**config.mk**
```make
export PLATFORM = sky130hd
export DESIGN_NAME = ea_gen
export DESIGN_NICKNAME = d
export VERILOG_FILES = /design/src/rtl/ea_pkg.sv /design/src/rtl/ea_step.sv /design/src/rtl/ea_index.sv /design/src/rtl/ea_core.sv /design/src/rtl/ea_gen.sv
export SDC_FILE = /design/constraint.sdc
export NUM_CORES = 1
export LEC_CHECK = 0
export ABC_AREA = 1
export BUFFER_PORTS_ARGS = -buffer_cell sky130_fd_sc_hd__buf_2
export CAP_MARGIN = 20
export CELL_PAD_IN_SITES_DETAIL_PLACEMENT = 0
export CELL_PAD_IN_SITES_GLOBAL_PLACEMENT = 1
export CORE_MARGIN = 2
export CORE_UTILIZATION = 40
export CTS_BUF_LIST = sky130_fd_sc_hd__clkbuf_4 sky130_fd_sc_hd__clkbuf_8 sky130_fd_sc_hd__clkbuf_16
export CTS_CLUSTER_DIAMETER = 200
export DETAILED_ROUTE_END_ITERATION = 10
export PLACE_DENSITY_LB_ADDON = 0.3
export SYNTH_ARGS = -nofsm -noshare
export SYNTH_HDL_FRONTEND = slang
export SYNTH_HIERARCHICAL = 1
export SYNTH_SLANG_ARGS = --single-unit
```
**constraint.sdc**
```tcl
create_clock -name clk -period 4.6 [get_ports clk]
set_input_delay 0.92 -clock clk [delete_from_list [all_inputs] [get_ports clk]]
set_output_delay 0.92 -clock clk [all_outputs]
set_load 0.02 [all_outputs]
```
**src/rtl/ea_pkg.sv**
```systemverilog
`timescale 1ns/1ps
package ea_pkg;
  typedef enum logic [3:0] {
    EA_IND     = 4'd0,
    EA_POST    = 4'd1,
    EA_PRE     = 4'd2,
    EA_DISP    = 4'd3,
    EA_INDEX   = 4'd4,
    EA_ABSW    = 4'd5,
    EA_ABSL    = 4'd6,
    EA_PCDISP  = 4'd7,
    EA_PCINDEX = 4'd8
  } ea_mode_e;

  localparam logic [1:0] SZ_BYTE = 2'd0;
  localparam logic [1:0] SZ_WORD = 2'd1;
endpackage

```
**src/rtl/ea_step.sv**
```systemverilog
`timescale 1ns/1ps
module ea_step #(
  parameter int REG_W  = 32,
  parameter int RNUM_W = 3,
  parameter int SP_REG = 7
) (
  input  logic [1:0]        size,
  input  logic [RNUM_W-1:0] reg_num,
  output logic [REG_W-1:0]  step
);
  import ea_pkg::*;
  localparam logic [RNUM_W-1:0] SP_NUM = RNUM_W'(SP_REG);

  always_comb begin
    case (size)
      SZ_BYTE: step = (reg_num == SP_NUM) ? REG_W'(2) : REG_W'(1);
      SZ_WORD: step = REG_W'(2);
      default: step = REG_W'(4);
    endcase
  end

  // stack pointer must stay even whatever the size
  always_comb begin
    if (reg_num == SP_NUM) begin
      p_sp_even_r6: assert (step[0] == 1'b0);
    end
  end
endmodule

```
**src/rtl/ea_index.sv**
```systemverilog
`timescale 1ns/1ps
module ea_index #(
  parameter int REG_W  = 32,
  parameter int EXT_W  = 16,
  parameter int RNUM_W = 3,
  parameter int DISP_W = 8
) (
  input  logic [EXT_W-1:0]  ext,
  input  logic [REG_W-1:0]  idx_val,
  output logic              idx_bank,
  output logic [RNUM_W-1:0] idx_num,
  output logic [REG_W-1:0]  offset
);
  localparam int BANK_BIT = EXT_W - 1;
  localparam int NUM_MSB  = BANK_BIT - 1;
  localparam int LONG_BIT = NUM_MSB - RNUM_W;

  logic [REG_W-1:0] idx_scaled;
  logic [REG_W-1:0] disp_ext;

  assign idx_bank = ext[BANK_BIT];
  assign idx_num  = ext[NUM_MSB -: RNUM_W];

  always_comb begin
    if (ext[LONG_BIT])
      idx_scaled = idx_val;
    else
      idx_scaled = {{(REG_W-EXT_W){idx_val[EXT_W-1]}}, idx_val[EXT_W-1:0]};
    disp_ext = {{(REG_W-DISP_W){ext[DISP_W-1]}}, ext[DISP_W-1:0]};
    offset   = idx_scaled + disp_ext;
  end
endmodule

```
**src/rtl/ea_core.sv**
```systemverilog
`timescale 1ns/1ps
module ea_core #(
  parameter int REG_W = 32,
  parameter int EXT_W = 16
) (
  input  ea_pkg::ea_mode_e  mode,
  input  logic [REG_W-1:0]  a_val,
  input  logic [REG_W-1:0]  pc_val,
  input  logic [EXT_W-1:0]  ext0,
  input  logic [EXT_W-1:0]  ext1,
  input  logic [REG_W-1:0]  step,
  input  logic [REG_W-1:0]  idx_off,
  output logic [REG_W-1:0]  sum,
  output logic [REG_W-1:0]  new_a,
  output logic              wb
);
  import ea_pkg::*;

  logic [REG_W-1:0] disp16;
  logic [REG_W-1:0] abs_long;

  assign disp16   = {{(REG_W-EXT_W){ext0[EXT_W-1]}}, ext0};
  assign abs_long = REG_W'({ext0, ext1});

  always_comb begin
    sum   = '0;
    new_a = a_val;
    wb    = 1'b0;
    case (mode)
      EA_IND:     sum = a_val;
      EA_POST: begin
        sum   = a_val;
        new_a = a_val + step;
        wb    = 1'b1;
      end
      EA_PRE: begin
        new_a = a_val - step;
        sum   = new_a;
        wb    = 1'b1;
      end
      EA_DISP:    sum = a_val + disp16;
      EA_INDEX:   sum = a_val + idx_off;
      EA_ABSW:    sum = disp16;
      EA_ABSL:    sum = abs_long;
      EA_PCDISP:  sum = pc_val + disp16;
      EA_PCINDEX: sum = pc_val + idx_off;
      default:    sum = '0;
    endcase
  end

  // pre-decrement addresses the decremented register
  always_comb begin
    if (mode == EA_PRE) begin
      p_pre_addr_r5: assert (sum == a_val - step);
    end
  end
endmodule

```
**src/rtl/ea_gen.sv**
```systemverilog
`timescale 1ns/1ps
module ea_gen #(
  parameter int ADDR_W = 24,
  parameter int REG_W  = 32,
  parameter int EXT_W  = 16,
  parameter int RNUM_W = 3,
  parameter int SP_REG = 7
) (
  input  logic              clk,
  input  logic              rst_n,
  input  logic              in_valid,
  output logic              in_ready,
  input  logic [3:0]        in_mode,
  input  logic [1:0]        in_size,
  input  logic [RNUM_W-1:0] in_reg,
  input  logic [REG_W-1:0]  in_areg,
  input  logic [EXT_W-1:0]  in_ext0,
  input  logic [EXT_W-1:0]  in_ext1,
  input  logic [REG_W-1:0]  in_ext_pc,
  output logic              idx_bank,
  output logic [RNUM_W-1:0] idx_num,
  input  logic [REG_W-1:0]  idx_val,
  output logic              out_valid,
  input  logic              out_ready,
  output logic [ADDR_W-1:0] out_addr,
  output logic [REG_W-1:0]  out_areg,
  output logic              out_wb,
  output logic              out_odd
);
  import ea_pkg::*;

  ea_mode_e         mode_c;
  logic [REG_W-1:0] step_c;
  logic [REG_W-1:0] idx_off_c;
  logic [REG_W-1:0] sum_c;
  logic [REG_W-1:0] new_a_c;
  logic             wb_c;
  logic             odd_c;
  logic             take;

  assign mode_c = ea_mode_e'(in_mode);

  ea_step #(.REG_W(REG_W), .RNUM_W(RNUM_W), .SP_REG(SP_REG)) u_step (
    .size(in_size), .reg_num(in_reg), .step(step_c)
  );

  ea_index #(.REG_W(REG_W), .EXT_W(EXT_W), .RNUM_W(RNUM_W)) u_index (
    .ext(in_ext0), .idx_val(idx_val), .idx_bank(idx_bank),
    .idx_num(idx_num), .offset(idx_off_c)
  );

  ea_core #(.REG_W(REG_W), .EXT_W(EXT_W)) u_core (
    .mode(mode_c), .a_val(in_areg), .pc_val(in_ext_pc), .ext0(in_ext0),
    .ext1(in_ext1), .step(step_c), .idx_off(idx_off_c),
    .sum(sum_c), .new_a(new_a_c), .wb(wb_c)
  );

  assign odd_c    = (in_size != SZ_BYTE) && sum_c[0];
  assign in_ready = !out_valid || out_ready;
  assign take     = in_valid && in_ready;

  always_ff @(posedge clk) begin
    if (!rst_n) begin
      out_valid <= 1'b0;
      out_addr  <= '0;
      out_areg  <= '0;
      out_wb    <= 1'b0;
      out_odd   <= 1'b0;
    end else begin
      if (take) begin
        out_valid <= 1'b1;
        out_addr  <= sum_c[ADDR_W-1:0];
        out_areg  <= new_a_c;
        out_wb    <= wb_c;
        out_odd   <= odd_c;
      end else if (out_ready) begin
        out_valid <= 1'b0;
      end
    end
  end

  p_accept_r2: assert property (@(posedge clk) disable iff (!rst_n)
    in_valid && in_ready |=> out_valid);

  p_hold_r2: assert property (@(posedge clk) disable iff (!rst_n)
    out_valid && !out_ready |=> out_valid && $stable(out_addr) &&
    $stable(out_areg) && $stable(out_wb) && $stable(out_odd));

  p_odd_addr_r12: assert property (@(posedge clk) disable iff (!rst_n)
    out_valid && out_odd |-> out_addr[0]);

  p_wb_mode_r13: assert property (@(posedge clk) disable iff (!rst_n)
    in_valid && in_ready && (in_mode > 4'd8) |=> !out_wb && !out_odd && out_addr == '0);
endmodule

```
# Yosys cells after proc, flatten, opt, wreduce, memory -nomap -nowiden
# Cells that the tools add are included.
# Widths: inputs -> output; s select.
[totals]
regBits = 59
out_inout_bits = 64
word_cells = 40
[op_classes]
add_sub_neg = 7
eq_ne = 10
n_mux = 8
n_reduce_logical = 10
[ops]
columns = ["op", "n"]
rows = [
  ["$pmux 24 s8", 1],
  ["$pmux 32 s2", 2],
  ["$add 24x24->24", 5],
  ["$add 32x32->32", 1],
  ["$sub 32x32->32", 1],
  ["$mux 24", 1],
  ["$eq 4x3->1 const B", 4],
  ["$eq 4x2->1 const B", 2],
  ["$eq 4x1->1 const B", 1],
  ["$eq 4x4->1 const B", 1],
  ["$logic_not 4->1", 1],
  ["$reduce_bool 2->1", 2],
  ["$reduce_or 2->1", 2],
  ["$eq 3x3->1 const B", 1],
  ["$mux 1", 3],
  ["$eq 2x1->1 const B", 1],
  ["$logic_and 1x1->1", 2],
  ["$logic_not 2->1", 1],
  ["$mux 2", 1],
  ["$logic_not 1->1", 1],
  ["$logic_or 1x1->1", 1],
]

# Logic depth before layout (Yosys ltp)
[depth]
ltp_word = 6
mapped_depth = 31

# Hierarchy
# The synthesis kept the hierarchy.
[modules_own_cells]
columns = ["module", "n_inst", "cells_per_inst", "area_each_um2"]
rows = [
  ["ea_core", 1, 2372, 11516.0],
  ["ea_index", 1, 532, 2539.9],
  ["ea_gen", 1, 261, 2073.2],
  ["ea_step", 1, 41, 266.5],
]

# Worst setup path before layout
# No wires, ideal clock.
[synth_path]
kind = "in2reg"
startpoint = "input in_ext0[11]"
endpoint = "register out_addr[23]"
setup_time_ns = 0.116
arrival_time_ns = 3.761
required_ns = 4.484
path_slack_ns = 0.724
path_stages = 28
path_cell_list = "buf_2 > inv_1 > nand2_1 > buf_2 > nand2_1 > ha_1 > nand2_1 > inv_1 > a21oi_1 > nand2_1 > inv_1 > nand2_1 > nand2_1 > nand2_1 > o21ai_0 > inv_1 > ha_1 > nand2_1 > nor2_1 > nand2_1 > inv_1 > nand2_1 > nand2_1 > nand2_1 > nand3_1 > nand4_1 > o21ai_0 > nor2_1"
[synth_between]
elab_chain_cells = 4
word_cells_on_any_way = 7
[synth_lines]
columns = ["item", "line_no", "text"]
rows = [
  ["start: declaration", "ea_gen.sv:17", "input logic [EXT_W-1:0] in_ext0,"],
  ["$mux 24 (*)", "ea_index.sv:25", "if (ext[LONG_BIT])"],
  ["$add 24x24->24 (*)", "ea_index.sv:30", "offset = idx_scaled + disp_ext;"],
  ["via idx_off_c[22]", "ea_gen.sv:34", "logic [REG_W-1:0] idx_off_c;"],
  ["$add 24x24->24 (on tied branches)", "ea_core.sv:46, ea_core.sv:42", ""],
  ["$pmux 24 s8 (*)", "ea_core.sv:29", "case (mode)"],
  ["via sum_c[23]", "ea_gen.sv:35", "logic [REG_W-1:0] sum_c;"],
  ["end signal: assignment", "ea_gen.sv:72", "out_addr <= sum_c[ADDR_W-1:0];"],
  ["end: declaration", "ea_gen.sv:25", "output logic [ADDR_W-1:0] out_addr,"],
]
# Mark *: on every way through the listed nets, which the timed path passes. The rest lies on a longest branch.
# A chain may end at the register's enable or synchronous reset.

# Final worst setup path
[layout_path]
startpoint = "input in_ext0[0]"
endpoint = "register out_addr[17]"
[layout_between]
elab_chain_cells = 3
word_cells_on_any_way = 6
[layout_lines]
columns = ["item", "line_no"]
rows = [
  ["$add 24x24->24 (*)", "ea_index.sv:30"],
  ["via idx_off_c[4]", "ea_gen.sv:34"],
  ["$add 24x24->24 (on tied branches)", "ea_core.sv:46, ea_core.sv:42"],
  ["$pmux 24 s8 (*)", "ea_core.sv:29"],
  ["via sum_c[17]", "ea_gen.sv:35"],
]
# Marked as above.

==> impl_results.md <==
- Largest net degree at the start of global routing: 59
- Pre-Repair DR Iteration Count: 6
- Worst Tran Pin Value: 0.914 ns
- Initial antenna violation count: 0
- HP Class: flop to flop
- Reg power frac: 18.3%
- Crit end category: flop
- Mean post-synth cell area: 5.24 µm²
- Final HPWL DP: 50300 µm
- Clock-pin slew on the worst setup and hold paths: 0.06 ns
- N_diodes: 0
- Gr usage total: 31.8%
- Reg2Reg Depth: 4
- DR vias/cell: 5.06
- Clock Sinks: 59
- Max_cap viols: 0
- RSZ-0062 raised after global routing: false
- Die H: 190 µm
- CP max stage delay: 0.43 ns
- Port Buf Inserts: 188
- Gate power share: 60.2%
- Starting Density: 40.3%
- Net Switching: 0.00157 W
- Nets: 3111
- Iter 0 DRT Violations: 1091
- IR drop worst, VDD: 0.000229 V
- Net Sw Frac: 49.8%
- PD cells: 204 nW/µm²
- Final hold vios: 0
- Total routed wirelength: 58100 µm
- DR WL/cell: 17.7 µm
- P&R area growth vs syn: 11.8%
- Core footprint: 34400 µm²
- Cells after Synth: 2648
- H-tree level count: 3
- Critical Path Slowest Stage Cell: o21ai_0
- Relative slew slack: 38.9%
- CP cell instances: buf_2, ha_1, fa_1, nand3_1, nand3_2, buf_4, xor2_1, inv_1, o21ai_0, ha_1, nand2_1, inv_1, nand2_1, nand2_1, nand2_1, nand3_1, a21oi_1, nand2_1, nand2_1, nor2_1, nor2_1, nand3_1, o21ai_0, nor2_1
- Worst setup margin: 0.335 ns
- Maximum clock path buffer count: 2
- Hold Path Stages: 2
- Crit Path Category: input port to flop
- Clk_lat worst skew: 0.33 ns
- Root Buffer: clkbuf_16
- Layout cells sized above 1: 11.7%
- Vias in the first global route: 15600
- Worst hold slack: 0.462 ns
- Post-route clock period utilization: 92.7%
- Die width: 190 µm
- Total number of vias: 16600
- Global route total overflow: 0
- Post-CTS setup buffers: 0
- Post-route ant nets: 0
- CP Max Fanout: 5
- Num rows: 68
- Data required time at the worst endpoint: 4.81 ns
- Clk pwr share: 21.5%
- Period minus WS final: 4.26 ns
- Number of I/O pins: 205
- Die footprint: 36200 µm²
- Outcome: completed
- DRC violations left: 0
- Most frequent cells in the layout: 851 x nand2_1, 495 x inv_1, 276 x nor2_1, 200 x nand3_1, 188 x buf_2
- Total Neg Setup Slack: 0 ns
- Leakage: 9.27 nW
- Arr. time, crit path: 4.48 ns
- Placer Congestion: 0.989
- Global-route wire length before repair: 86800 µm
- Inserted Clock Buffers: 9
- Power, Total: 0.00316 W
- Highest Clock Rate: 234 MHz
- Hold-fix buffers at CTS: 0
- Worst slack at placement: 0.0266 ns
- Slew Limit Fails: 0
- Skew final: 0.00408 ns
- Commonest non-fill, non-tap cell in the layout: nand2_1
- Mapped Area: 13900 µm²
- Internal Power: 0.00158 W
- Post_cts resized: 0
- CTS tree: done
- Final setup fails: 0
- Yosys warnings: 6
- Critical Path Source Type: input port
- Worst path most repeated cell: nand2_1
metrics by stage:
stage	util (%)	std cells	cell area [µm²]
after floorplan	-	2676	14000
after detailed placement	44.2	3261	15200
after global placement	44.2	3261	15200
after global routing	45.1	3277	15500
after CTS	45.1	3277	15500
final	45.1	3277	15500
worst max-delay path: cells and delay by family:
kind            cells  cell delay [ns]
simple gates       13             1.20
fa+ha+maj           3             1.03
compound gates      3             0.81
buf+inv             4             0.40
xor+xnor            1             0.12
area by class of cell:
type	instances	area, µm²
clock buffer	9	225
sequential	59	1180
inverter	506	1900
multi-input combinational	2002	10200
fill	4001	18900
clock inverter	7	77.6
timing repair buffer	239	1320
tap	455	569
routing by layer:
| layer | routed length (µm) | global-route usage (%) |
|---|---|---|
| met1 | 23500 | 36.5 |
| met4 | 4390 | 20.6 |
| met3 | 2630 | 2.58 |
| met5 | 0 | 0 |
| met2 | 27600 | 56.6 |
state kept, by name (all words and copies together), names as in the netlist:
name	cells
out_areg	32
out_addr	24
out_odd	1
out_valid	1
out_wb	1
power groups by stage:
stage,Clock [W],Combinational (W),Sequential [W]
detailed placement,0,0.00184,0.000589
global placement,0,0.00183,0.000587
global route,0.000713,0.00211,0.000582
CTS,0.000687,0.00185,0.000578
finish,0.000678,0.00190,0.000577
floorplan,0,0.00120,0.000639
worst paths after layout:
| path | from | slack [ns] | to |
|---|---|---|---|
| max | in_ext0[0] | 0.34 | out_addr[17] |
| min | out_addr[0] | 0.46 | out_addr[0] |
| max reg2reg | out_valid | 2.74 | out_areg[3] |
| min reg2reg | out_addr[0] | 0.46 | out_addr[0] |
No activity file was read; power rests on OpenSTA's default activity.
